===== config.mk =====
export PLATFORM = sky130hd
export DESIGN_NAME = unary_codec
export DESIGN_NICKNAME = d
export VERILOG_FILES = /design/src/rtl/unary_codec_pkg.sv /design/src/rtl/therm_encoder.sv /design/src/rtl/group_adder.sv /design/src/rtl/group_sum_decoder.sv /design/src/rtl/unary_codec.sv
export SDC_FILE = /design/constraint.sdc
export NUM_CORES = 1
export LEC_CHECK = 0
export ABC_AREA = 1
export BUFFER_PORTS_ARGS = -buffer_cell sky130_fd_sc_hd__buf_4
export CORE_AREA = 2 2 217 219
export CTS_CLUSTER_DIAMETER = 100
export CTS_CLUSTER_SIZE = 14
export DETAILED_ROUTE_END_ITERATION = 12
export DIE_AREA = 0 0 219 221
export PLACE_DENSITY = 0.78
export RECOVER_POWER = 25
export SLEW_MARGIN = 20
export SYNTH_ARGS = -nofsm -noshare
export SYNTH_HDL_FRONTEND = slang
export SYNTH_SLANG_ARGS = --single-unit

===== constraint.sdc =====
create_clock -name clk -period 6.1 [get_ports clk]
set_input_delay 0.61 -clock clk [delete_from_list [all_inputs] [get_ports clk]]
set_output_delay 0.61 -clock clk [all_outputs]
set_load 0.02 [all_outputs]

===== src/rtl/unary_codec_pkg.sv =====
package unary_codec_pkg;

  // Width needed to hold a count from 0 to n inclusive.
  function automatic int unsigned count_width(input int unsigned n);
    return $clog2(n + 1);
  endfunction

  // A level v sets code position i when the position lies below the level.
  function automatic logic level_bit(input int unsigned v, input int unsigned i);
    return i < v;
  endfunction

  // Rescaling of a group count: truncating division by 2**sh.
  function automatic int unsigned rescale(input int unsigned s, input int unsigned sh);
    return s >> sh;
  endfunction

endpackage


===== src/rtl/therm_encoder.sv =====
module therm_encoder
  import unary_codec_pkg::*;
#(
  parameter int VAL_W   = 8,
  parameter int THERM_W = (1 << VAL_W) - 1
) (
  input  logic               clk,
  input  logic               rst_n,
  input  logic               in_valid,
  output logic               in_ready,
  input  logic [VAL_W-1:0]   in_value,
  output logic               out_valid,
  input  logic               out_ready,
  output logic [THERM_W-1:0] out_therm
);

  logic               in_fire;
  logic               slot_free;
  logic [THERM_W-1:0] therm_d;
  logic [THERM_W-1:0] therm_q;
  logic               valid_q;

  assign slot_free = !valid_q || out_ready;
  assign in_ready  = slot_free;
  assign in_fire   = in_valid && slot_free;

  always_comb begin
    for (int i = 0; i < THERM_W; i++) begin
      therm_d[i] = level_bit(int'(in_value), i);
    end
  end

  always_ff @(posedge clk) begin
    if (!rst_n) begin
      valid_q <= 1'b0;
      therm_q <= '0;
    end else if (slot_free) begin
      valid_q <= in_valid;
      if (in_valid) therm_q <= therm_d;
    end
  end

  assign out_valid = valid_q;
  assign out_therm = therm_q;


  therm_monotone_chk: assert property (@(posedge clk) disable iff (!rst_n)
    valid_q |-> (((therm_q >> 1) & ~therm_q) == '0));


  therm_count_chk: assert property (@(posedge clk) disable iff (!rst_n)
    in_fire |=> ($countones(therm_q) == int'($past(in_value))));


  enc_hold_chk: assert property (@(posedge clk) disable iff (!rst_n)
    (valid_q && !out_ready) |=> (valid_q && $stable(therm_q)));


  enc_block_chk: assert property (@(posedge clk) disable iff (!rst_n)
    (valid_q && !out_ready) |-> !in_ready);

endmodule


===== src/rtl/group_adder.sv =====
module group_adder
  import unary_codec_pkg::*;
#(
  parameter int GRP_W     = 64,
  parameter int N_PART    = 4,
  parameter int SUM_SHIFT = 0,
  parameter int SUM_W     = 7
) (
  input  logic             clk,
  input  logic             rst_n,
  input  logic             s1_load,
  input  logic             s2_load,
  input  logic [GRP_W-1:0] bits,
  output logic [SUM_W-1:0] sum
);

  localparam int PART_W = GRP_W / N_PART;
  localparam int PSUM_W = count_width(PART_W);

  logic [PSUM_W-1:0] part_d [N_PART];
  logic [PSUM_W-1:0] part_q [N_PART];
  logic [SUM_W-1:0]  total;
  logic [SUM_W-1:0]  sum_d;
  logic [SUM_W-1:0]  sum_q;

  // Stage 1: one count per slice of the group.
  always_comb begin
    for (int p = 0; p < N_PART; p++) begin
      part_d[p] = '0;
      for (int b = 0; b < PART_W; b++) begin
        part_d[p] = part_d[p] + PSUM_W'(bits[p*PART_W + b]);
      end
    end
  end

  always_ff @(posedge clk) begin
    if (!rst_n) begin
      for (int p = 0; p < N_PART; p++) part_q[p] <= '0;
    end else if (s1_load) begin
      for (int p = 0; p < N_PART; p++) part_q[p] <= part_d[p];
    end
  end

  // Stage 2: add the slice counts, then rescale.
  always_comb begin
    total = '0;
    for (int p = 0; p < N_PART; p++) begin
      total = total + SUM_W'(part_q[p]);
    end
    sum_d = SUM_W'(rescale(int'(total), SUM_SHIFT));
  end

  always_ff @(posedge clk) begin
    if (!rst_n)       sum_q <= '0;
    else if (s2_load) sum_q <= sum_d;
  end

  assign sum = sum_q;


  sum_range_chk: assert property (@(posedge clk) disable iff (!rst_n)
    int'(sum_q) <= (GRP_W >> SUM_SHIFT));

endmodule


===== src/rtl/group_sum_decoder.sv =====
module group_sum_decoder
  import unary_codec_pkg::*;
#(
  parameter int NET_W     = 256,
  parameter int N_GRP     = 4,
  parameter int N_PART    = 4,
  parameter int SUM_SHIFT = 0,
  parameter int GRP_W     = NET_W / N_GRP,
  parameter int SUM_W     = $clog2(GRP_W + 1)
) (
  input  logic                   clk,
  input  logic                   rst_n,
  input  logic                   in_valid,
  output logic                   in_ready,
  input  logic [NET_W-1:0]       in_bits,
  output logic                   out_valid,
  input  logic                   out_ready,
  output logic [N_GRP*SUM_W-1:0] out_sums
);

  if (NET_W % N_GRP != 0) begin : g_bad_groups
    $error("group_sum_decoder: NET_W must be a multiple of N_GRP");
  end
  if (GRP_W % N_PART != 0) begin : g_bad_parts
    $error("group_sum_decoder: group width must be a multiple of N_PART");
  end

  logic s1_valid;
  logic s2_valid;
  logic adv1;
  logic adv2;
  logic in_fire;

  assign adv2     = !s2_valid || out_ready;
  assign adv1     = !s1_valid || adv2;
  assign in_ready = adv1;
  assign in_fire  = in_valid && adv1;

  always_ff @(posedge clk) begin
    if (!rst_n) begin
      s1_valid <= 1'b0;
      s2_valid <= 1'b0;
    end else begin
      if (adv1) s1_valid <= in_valid;
      if (adv2) s2_valid <= s1_valid;
    end
  end

  for (genvar g = 0; g < N_GRP; g++) begin : g_grp
    group_adder #(
      .GRP_W(GRP_W), .N_PART(N_PART), .SUM_SHIFT(SUM_SHIFT), .SUM_W(SUM_W)
    ) u_add (
      .clk(clk),
      .rst_n(rst_n),
      .s1_load(in_fire),
      .s2_load(adv2 && s1_valid),
      .bits(in_bits[g*GRP_W +: GRP_W]),
      .sum(out_sums[g*SUM_W +: SUM_W])
    );
  end

  assign out_valid = s2_valid;


  dec_stage1_chk: assert property (@(posedge clk) disable iff (!rst_n)
    in_fire |=> s1_valid);


  dec_stage2_chk: assert property (@(posedge clk) disable iff (!rst_n)
    (s1_valid && adv2) |=> s2_valid);


  dec_hold_chk: assert property (@(posedge clk) disable iff (!rst_n)
    (s2_valid && !out_ready) |=> (s2_valid && $stable(out_sums)));


  dec_full_chk: assert property (@(posedge clk) disable iff (!rst_n)
    (s1_valid && s2_valid && !out_ready) |-> !in_ready);

endmodule


===== src/rtl/unary_codec.sv =====
module unary_codec #(
  parameter int VAL_W     = 8,
  parameter int NET_W     = 256,
  parameter int N_GRP     = 4,
  parameter int N_PART    = 4,
  parameter int SUM_SHIFT = 0,
  localparam int THERM_W  = (1 << VAL_W) - 1,
  localparam int GRP_W    = NET_W / N_GRP,
  localparam int SUM_W    = $clog2(GRP_W + 1)
) (
  input  logic                   clk,
  input  logic                   rst_n,
  input  logic                   enc_in_valid,
  output logic                   enc_in_ready,
  input  logic [VAL_W-1:0]       enc_in_value,
  output logic                   enc_out_valid,
  input  logic                   enc_out_ready,
  output logic [THERM_W-1:0]     enc_out_therm,
  input  logic                   dec_in_valid,
  output logic                   dec_in_ready,
  input  logic [NET_W-1:0]       dec_in_bits,
  output logic                   dec_out_valid,
  input  logic                   dec_out_ready,
  output logic [N_GRP*SUM_W-1:0] dec_out_sums
);

  therm_encoder #(.VAL_W(VAL_W), .THERM_W(THERM_W)) u_enc (
    .clk(clk),
    .rst_n(rst_n),
    .in_valid(enc_in_valid),
    .in_ready(enc_in_ready),
    .in_value(enc_in_value),
    .out_valid(enc_out_valid),
    .out_ready(enc_out_ready),
    .out_therm(enc_out_therm)
  );

  group_sum_decoder #(
    .NET_W(NET_W), .N_GRP(N_GRP), .N_PART(N_PART), .SUM_SHIFT(SUM_SHIFT),
    .GRP_W(GRP_W), .SUM_W(SUM_W)
  ) u_dec (
    .clk(clk),
    .rst_n(rst_n),
    .in_valid(dec_in_valid),
    .in_ready(dec_in_ready),
    .in_bits(dec_in_bits),
    .out_valid(dec_out_valid),
    .out_ready(dec_out_ready),
    .out_sums(dec_out_sums)
  );


  reset_quiet_chk: assert property (@(posedge clk)
    !rst_n |=> (!enc_out_valid && !dec_out_valid));

endmodule


# [Word level (Yosys, flattened, before mapping)]
# Memory sizes are Yosys's and may differ from the RTL's.
# Cells that the tools add are included.
[word_totals] output_inout_bits=287 mem_count=4 register_bits=286 ramBits=80
[memory_table] name="u_dec.g_grp[0].u_add.part_q" depth=4 word_bits=5 rd=4 rd_ports_with_merged_regs=0 wr=4 line="group_adder.sv:21" text="logic [PSUM_W-1:0] part_q [N_PART];"
[memory_table] name="u_dec.g_grp[1].u_add.part_q" depth=4 word_bits=5 rd=4 rd_ports_with_merged_regs=0 wr=4 line="group_adder.sv:21"
[memory_table] name="u_dec.g_grp[2].u_add.part_q" depth=4 word_bits=5 rd=4 rd_ports_with_merged_regs=0 wr=4 line="group_adder.sv:21"
[memory_table] name="u_dec.g_grp[3].u_add.part_q" depth=4 word_bits=5 rd=4 rd_ports_with_merged_regs=0 wr=4 line="group_adder.sv:21"
[op_classes] reduce_logical=9 n_addsub=252 bitwise_logic=16 n_mux=20 magnitude_cmp=255
[op_table] cell="$lt A8 B8 Y1 const A" count=127
[op_table] cell="$add A5 B1 Y5" count=176
[op_table] cell="$lt A7 B8 Y1 const A" count=64
[op_table] cell="$lt A6 B8 Y1 const A" count=32
[op_table] cell="$lt A5 B8 Y1 const A" count=16
[op_table] cell="$add A4 B1 Y5" count=16
[op_table] cell="$mux W5" count=16
[op_table] cell="$add A3 B1 Y4" count=16
[op_table] cell="$lt A4 B8 Y1 const A" count=8
[op_table] cell="$add A2 B1 Y3" count=16
[op_table] cell="$add A1 B1 Y2" count=16
[op_table] cell="$lt A3 B8 Y1 const A" count=4
[op_table] cell="$add A6 B5 Y7" count=4
[op_table] cell="$add A7 B5 Y7" count=4
[op_table] cell="$add A5 B5 Y6" count=4
[op_table] cell="$lt A1 B8 Y1 const A" count=2
[op_table] cell="$lt A2 B8 Y1 const A" count=2
[op_table] cell="$or A1 B1 Y1" count=16
[op_table] cell="$mux W1" count=4
[op_table] cell="$logic_not A1 Y1" count=3
[op_table] cell="$logic_or A1 B1 Y1" count=3
[op_table] cell="$logic_and A1 B1 Y1" count=2
[op_table] cell="$reduce_and A2 Y1" count=1

# [Longest topological paths before layout]
# Gate-level depths: netlist (run 1).
[depth] depth_word=16 depth_mapped=14

# [Hierarchy]
# From an unflattened synthesis (run 1), not the netlist that was laid out.
[unflattened] hier_cells=2687 area_unflattened_um2=22216.3
[modules_own_cells] mod="therm_encoder" instances=1 cells_per_inst=1362 area_each_um2=9922.0
[modules_own_cells] mod="group_adder (u_dec.g_grp[2].u_add ...)" instances=2 cells_per_inst=328 area_each_um2=3050.4
[modules_own_cells] mod="group_adder (u_dec.g_grp[1].u_add)" instances=1 cells_per_inst=328 area_each_um2=3051.7
[modules_own_cells] mod="group_adder (u_dec.g_grp[0].u_add)" instances=1 cells_per_inst=328 area_each_um2=3046.7
[modules_own_cells] mod="group_sum_decoder" instances=1 cells_per_inst=13 area_each_um2=95.1

# [Least setup slack after synthesis (run 1)]
# OpenSTA, ideal clock, no wires.
[synth_timing] kind="input to register" startpoint="in dec_in_bits[32]" endpoint="mem u_dec.g_grp[0].u_add.part_q[2][4] in the netlist's numbering, data pin" t_required_ns=5.833 path_slack_ns=2.321 t_arrival_ns=3.512 cell_stages=12 path_buffers=0 cell_sequence="inv_1 > fa_1 > inv_1 > fa_1 > fa_1 > inv_1 > fa_1 > inv_1 > ha_1 > fa_1 > a21oi_1 > nor3_1"
[synth_rtl] item="start: declaration" line="unary_codec.sv:21" text="input logic [NET_W-1:0] dec_in_bits,"
[synth_rtl] item="end: declaration" line="group_adder.sv:21"

# [Worst setup path after layout (run 1)]
[layout_timing] startpoint="in rst_n" endpoint="reg u_enc.therm_q[209] (netlist: u_enc.out_therm[209])"
[layout_rtl] item="start: declaration" line="unary_codec.sv:12" text="input logic rst_n,"
[layout_rtl] item="end signal: assignment" line="therm_encoder.sv:39" text="if (in_valid) therm_q <= therm_d;"
[layout_rtl] item="end: declaration" line="therm_encoder.sv:20" text="logic [THERM_W-1:0] therm_q;"
# No word-level cell between the ends.

==> flow_summary.json, run 1 <==
{
  "seqCellArea_sq_um": 8130,
  "fmax_mhz": 236,
  "layout_commonest_cell": "nand2_1",
  "n_antenna_cell": 0,
  "die-area_sq_um": 48400,
  "yosys_warnings": 0,
  "dpl.hpwl_microns": 47800,
  "drc_errors": 0,
  "synth_adder_area_share_pct": 24.6,
  "htreeDepth": 1,
  "maxSlewHeadroom_pct": -92.8,
  "cts_buffers": 30,
  "crit_slowest_cell": "clkbuf_1",
  "path_clk_slew_ps": 70,
  "cts_tree": "built",
  "cp_max_fo": 140,
  "grt_overflow": 0,
  "routed_wl_microns": 64100,
  "place_area_sq_um": 26100,
  "post-cts-setup-buffer-count": 0,
  "grt_start_max_net_pins": 164,
  "rsz0062_at_grt": "no",
  "drive_gt1_share_pct": 14.5,
  "design_area_sq_um": 26200,
  "finalClockSkew_ps": 21.1,
  "clock_path_buffers": 3,
  "grt_antenna_before_repair": 1,
  "insertion_delay_ps": 580,
  "critPathCaptureType": "register",
  "areaGrowthSynthToFinish_pct": 21.6,
  "clock-sinks": 366,
  "multi_input_area_sq_um": 11100,
  "drt_iter0_markers": 1473,
  "num_rows": 79,
  "cp_data_arrival_time_ps": 4730,
  "die_x_microns": 219,
  "nets": 3623,
  "vias": 18539,
  "holdCritPathClass": "input pin to register",
  "ant_nets": 0,
  "initial_core_util_pct": 46.8,
  "crit_chain": "clkbuf_1, inv_8, buf_4, a21oi_1",
  "synth_cells": 2568,
  "ys_ff_latch": 366,
  "violations": "capacitance limit, slew limit",
  "hold_ws_ps": 324,
  "via_per_inst": 5.06,
  "io-pin-count": 557,
  "cellPowerDensity_nw_per_um2": 330,
  "drt_pass1_iterations": 7,
  "min_period_over_period_pct": 69.6,
  "path_buf_inv": 3,
  "setup-violations-final": 0,
  "synth_xor_area_share_pct": 0.812,
  "required_ps": 6580,
  "filler_cell_count": 4278,
  "leakage_nw": 12.5,
  "die_h_microns": 221,
  "period_minus_slack_ps": 4250,
  "hold_viol": 0,
  "synth_top_family_by_area": "adder cells",
  "syn_area_sq_um": 21600,
  "globalplace.congestion": 0.845,
  "core_sq_um": 46100,
  "layout_common_cells": "537 x nand2_1, 494 x inv_1, 382 x buf_4",
  "status": "finished, violations left",
  "startpoint_type": "input pin",
  "worst-setup-path-type": "input pin to register",
  "vdd_drop_max_mv": 0.197,
  "worst_pin_slew_ps": 2890,
  "port_buffers": 556,
  "synth.area.mux_share_pct": 0,
  "cp_slowest_stage_delay_ps": 2000,
  "track_usage_pct": 25.8,
  "synth_compound_area_share_pct": 10.4,
  "synth-simple-area-share_pct": 15.4,
  "grt_pass1_wl_microns": 97400,
  "postSynthAreaPerCell_sq_um": 8.40,
  "wl_per_cell_microns": 17.5,
  "reg2reg_slack_ps": 3150,
  "synth.net_count": 3142,
  "drv_slew": 52,
  "ys_seq_area_share_pct": 37.7,
  "cts-resized-gates": 0,
  "grt_pass1_vias": 17937,
  "maxCapViolCount": 1,
  "cts_root_buf": "clkbuf_16",
  "cts_hold_buf": 0,
  "synth_cell_types": 29,
  "critical-path-top-delay-family": "buffers and inverters",
  "tns_ps": 0
}
[layer usage]
layer / vias up / track usage [%] / wire length [microns]
met1: 8788 / 32.1 / 25200
met2: 733 / 44.7 / 31400
met5: - / 0 / 8
met4: 2 / 7.93 / 2130
met3: 127 / 5.35 / 5380
li1: 8889 / - / -
[tightest hold or removal path, delay by kind of cell]
| family | cells | cell delay, ps |
|---|---|---|
| buffers and inverters | 2 | 110 |
| AND/OR/NAND/NOR | 1 | 70 |
| AO/OA/AOI/OAI | 1 | 60 |
[worst paths after layout]
kind,from,cells past startpoint,to
min,dec_out_ready,4,u_dec.out_valid
max,rst_n,4,u_enc.out_therm[209]
min reg2reg,u_enc.out_therm[199],2,u_enc.out_therm[199]
max reg2reg,u_enc.out_valid,6,u_enc.out_therm[209]
[through the flow]
| step | setup WS (ps) | utilization (%) | instances | power [W] |
|---|---|---|---|---|
| finish | 1850 | 57.0 | 3666 | 0.00866 |
| global route | 1700 | 57.0 | 3666 | 0.00941 |
| global placement | 2140 | 56.6 | 3624 | 0.00685 |
| detailed placement | 2080 | 56.6 | 3624 | 0.00699 |
| floorplan | 2320 | - | 2568 | 0.00580 |
| CTS | 2690 | 58.4 | 3666 | 0.00880 |
[power breakdown]
group          leakage (nW)  internal [W]  switching (W)
combinational          8.84       0.00163        0.00230
clock                 0.401      0.000918       0.000880
sequential             3.24       0.00279       0.000145
[cell type report]
type	instances	area share, %
Multi-Input combinational cell	1591	42.3
Clock inverter	1	0.0620
Tap cell	607	2.89
Inverter	497	7.14
Timing Repair Buffer	563	13.5
Sequential cell	366	31.0
Clock buffer	41	3.10
[Yosys cell counts (all sizes together)]
cell type,number,share of area (%)
edfxtp,80,11
clkbuf,59,1.0
nor2,154,2.9
a21oi,315,7.3
nand3,102,2.4
buf,55,1.4
fa,200,19
nor3,17,0.45
inv,497,8.6
o21ai,132,3.1
ha,104,6.0
nand2,541,9.4
nor3b,4,0.14
xor2,10,0.41
xnor2,10,0.41
o211ai,1,0.035
dfxtp,286,27
nand3b,1,0.035
[sequential cells by signal, indices dropped and copies added (netlist names)]
signal                    flops
u_enc.out_valid               1
u_dec.out_valid               1
u_dec.g_grp.u_add.part_q     80
u_enc.out_therm             255
u_dec.g_grp.u_add.sum        28
u_dec.s1_valid                1
[cells by family (layout without fill, tap and decap cells)]
group,count (synthesis),in the layout
compound gates,448,448
xor+xnor,20,20
fa+ha+maj,304,304
buf+inv,611,1102
flops,366,366
simple gates,819,819
(Power assumes the default switching activity.)
==> inputs of run 2 (changes only) <==
Settings changed: ABC_AREA 1 to 0, CORE_AREA 2 2 217 219 to 2 2 215 217, DIE_AREA 0 0 219 221 to 0 0 217 219.
Clock period 6.1 ns to 4.06 ns, I/O delays scaled along.
==> run 2 against run 1 <==
The run still ends with capacitance limit, slew limit left. First-iteration DRC count fell by 0.61%. Sequential power rose by 52%. Critical path depth rose by 1. Worst setup slack got worse by 1300 ps. Die area fell by 1.8%. Area after synthesis fell by 1.9%. Critical path type unchanged. Largest power group unchanged.
==> flow_summary.json, run 2 <==
{
  "hold_end": "u_dec.s1_valid",
  "clkPwrFrac_pct": 20.7,
  "crit_chain": "buf_4, inv_1, clkbuf_1, nor4_1, a211o_1",
  "htreeDepth": 1,
  "pwr-share-comb_pct": 44.8,
  "filler_cell_count": 3976,
  "cts_hold_buf": 0,
  "startpoint_type": "input pin",
  "setup-violations-final": 0,
  "core_sq_um": 45100,
  "largest_reg_flops": 255,
  "rr_startpoint": "u_dec.g_grp[1].u_add.part_q[1][1]",
  "finalClockSkew_ps": 23.1,
  "holdCritPathClass": "input pin to register",
  "drive_gt1_share_pct": 16.6,
  "synth_cells": 2240,
  "yosys_warnings": 0,
  "critPathCaptureType": "register",
  "layout_commonest_cell": "buf_4",
  "grt_use_met1_pct": 30.5,
  "rsz0062_at_grt": "no",
  "grt_pass1_vias": 18048,
  "yosys.area.top_type": "dfxtp_1",
  "power.switching_w": 0.00480,
  "final_cells": 3324,
  "initial_core_util_pct": 46.9,
  "rr_worst_depth": 11,
  "cts_tree": "built",
  "synth_edf_count": 80,
  "drc_errors": 0,
  "place_inst": 3281,
  "synth_cell_types": 60,
  "busiest_layer": "met2",
  "whs_path_depth": 3,
  "synth_top_family_by_area": "adder cells",
  "synth_top_cells_by_area": "dfxtp_1 27%, fa_1 19%, edfxtp_1 11%",
  "worst_pin_slew_ps": 1900,
  "cts-resized-gates": 0,
  "fin_ws_ps": 572,
  "cts_buffers": 30,
  "fmax_mhz": 287,
  "postSynthAreaPerCell_sq_um": 9.44,
  "ys.flop_type": "dfxtp_1",
  "synthTopCellsByCount": "381 x inv_1, 286 x dfxtp_1, 235 x a21oi_1, 200 x fa_1, 194 x nand2_1",
  "synth-simple-area-share_pct": 11.4,
  "maxSlewHeadroom_pct": -26.4,
  "cts_root_buf": "clkbuf_16",
  "met3_usage_pct": 5.23,
  "nets": 3287,
  "die-area_sq_um": 47500,
  "yosysMostFrequentCell": "inv_1",
  "min_period_over_period_pct": 85.9,
  "io-pin-count": 557,
  "synth_compound_area_share_pct": 14.3,
  "status": "finished, violations left",
  "cellPowerDensity_nw_per_um2": 501,
  "hold_viol": 0,
  "globalplace.congestion": 0.884,
  "die_x_microns": 217,
  "maxCapViolCount": 2,
  "ys_ff_latch": 366,
  "grt_antenna_before_repair": 1,
  "ys_seq_area_share_pct": 38.4,
  "areaGrowthSynthToFinish_pct": 22.1,
  "power_w": 0.0129,
  "cp_slowest_stage_delay_ps": 1440,
  "grt_use_met2_pct": 44.8,
  "p_seq_share_pct": 34.5,
  "synth_adder_area_share_pct": 25.1,
  "yosys.area.top_type_share_pct": 27.1,
  "internal_power_w": 0.00814,
  "crit_slowest_cell": "clkbuf_1",
  "cp_max_fo": 55,
  "leakage_nw": 12.0,
  "violations": "capacitance limit, slew limit",
  "wl_per_cell_microns": 18.7,
  "timing.rr.end": "u_dec.g_grp[1].u_add.sum[5]",
  "period_minus_slack_ps": 3490,
  "drt_iter0_markers": 1464,
  "layout_common_cells": "390 x buf_4, 382 x inv_1, 286 x dfxtp_1",
  "post-cts-setup-buffer-count": 0,
  "vias": 17612,
  "async_reset_ff_share_pct": 0,
  "synth_xor_area_share_pct": 1.08,
  "swShare_pct": 37.1,
  "min_from": "dec_in_valid",
  "synth.net_count": 2814,
  "worst-setup-path-type": "input pin to register",
  "clock_path_buffers": 3,
  "insertion_delay_ps": 570,
  "required_ps": 4520,
  "place_ws_ps": 135,
  "vdd_drop_max_mv": 0.356,
  "grt_pass1_wl_microns": 95600,
  "grt_start_max_net_pins": 162,
  "cp_data_arrival_time_ps": 3950,
  "port_buffers": 556,
  "num_rows": 78,
  "tns_ps": 0,
  "hold_ws_ps": 87.6,
  "path_clk_slew_ps": 70,
  "ant_nets": 0,
  "drv_slew": 92,
  "track_usage_pct": 25.5,
  "syn_area_sq_um": 21200,
  "dpl.hpwl_microns": 47600,
  "routed_wl_microns": 62100,
  "via_per_inst": 5.30,
  "die_h_microns": 219,
  "drt_pass1_iterations": 5,
  "grt_overflow": 0,
  "synth.area.mux_share_pct": 0,
  "clock-sinks": 366,
  "reg2reg_slack_ps": 1260
}
## run 2: worst max path at each step
stage,from,end,slack [ps],cells past startpoint
6_report,rst_n,u_dec.g_grp[1].u_add.sum[5],570,5
5_1_grt,rst_n,u_dec.g_grp[1].u_add.sum[5],280,5
4_1_cts,dec_in_bits[128],u_dec.g_grp[2].u_add.part_q[0][4],720,13
3_5_place_dp,dec_in_bits[128],u_dec.g_grp[2].u_add.part_q[0][4],140,13
3_3_place_gp,dec_in_bits[128],u_dec.g_grp[2].u_add.part_q[0][4],170,13
2_1_floorplan,dec_in_bits[240],u_dec.g_grp[3].u_add.part_q[3][3],430,13
## run 2: power groups by stage
stage / Clock, W / Combinational (W) / Sequential (W)
5_1_grt: 0.00287 / 0.00668 / 0.00451
2_1_floorplan: 0 / 0.00388 / 0.00475
3_5_place_dp: 0 / 0.00592 / 0.00454
4_1_cts: 0.00272 / 0.00596 / 0.00446
6_report: 0.00268 / 0.00580 / 0.00446
3_3_place_gp: 0 / 0.00561 / 0.00452
## run 2: kinds of logic (layout without fill, tap and decap cells)
group,count (synthesis),in the layout
AOI/OAI and AO/OA,510,510
xor gates and xnor gates,26,26
adders and majority gates,304,304
buffers and inverters,516,999
DFF,366,366
other,0,1
and+or+nand+nor,518,518
## run 2: worst max-delay path, delay by kind of cell
| family | cells | cell delay [ps] |
|---|---|---|
| AOI/OAI and AO/OA | 1 | 300 |
| and+or+nand+nor | 1 | 170 |
| buffers and inverters | 3 | 3030 |
## run 2: through the flow
step                      area (sq um)  utilization, %
after global routing             25800            57.3
after global placement           25600            56.8
after CTS                        26500            58.7
final                            25800            57.3
after detailed placement         25700            56.9
after floorplan                  21200               -
## run 2: cell type report
cell class	count	area (sq um)	share of cell area, %
diodes	1	2.50	0.00969
clock buffers	41	813	3.15
clock inverters	1	16.3	0.0630
inverters	384	1440	5.59
multi-input cells	1358	11000	42.7
flip-flops and latches	366	8130	31.5
well taps	600	751	2.91
repair buffers	573	3650	14.2
## run 2: routing by layer
metal  wire length [microns]  vias to the layer above
li1                        -                     8168
met1                   23700                     8462
met2                   30600                      824
met3                    5220                      158
met4                    2580                        0
met5                       0                        -
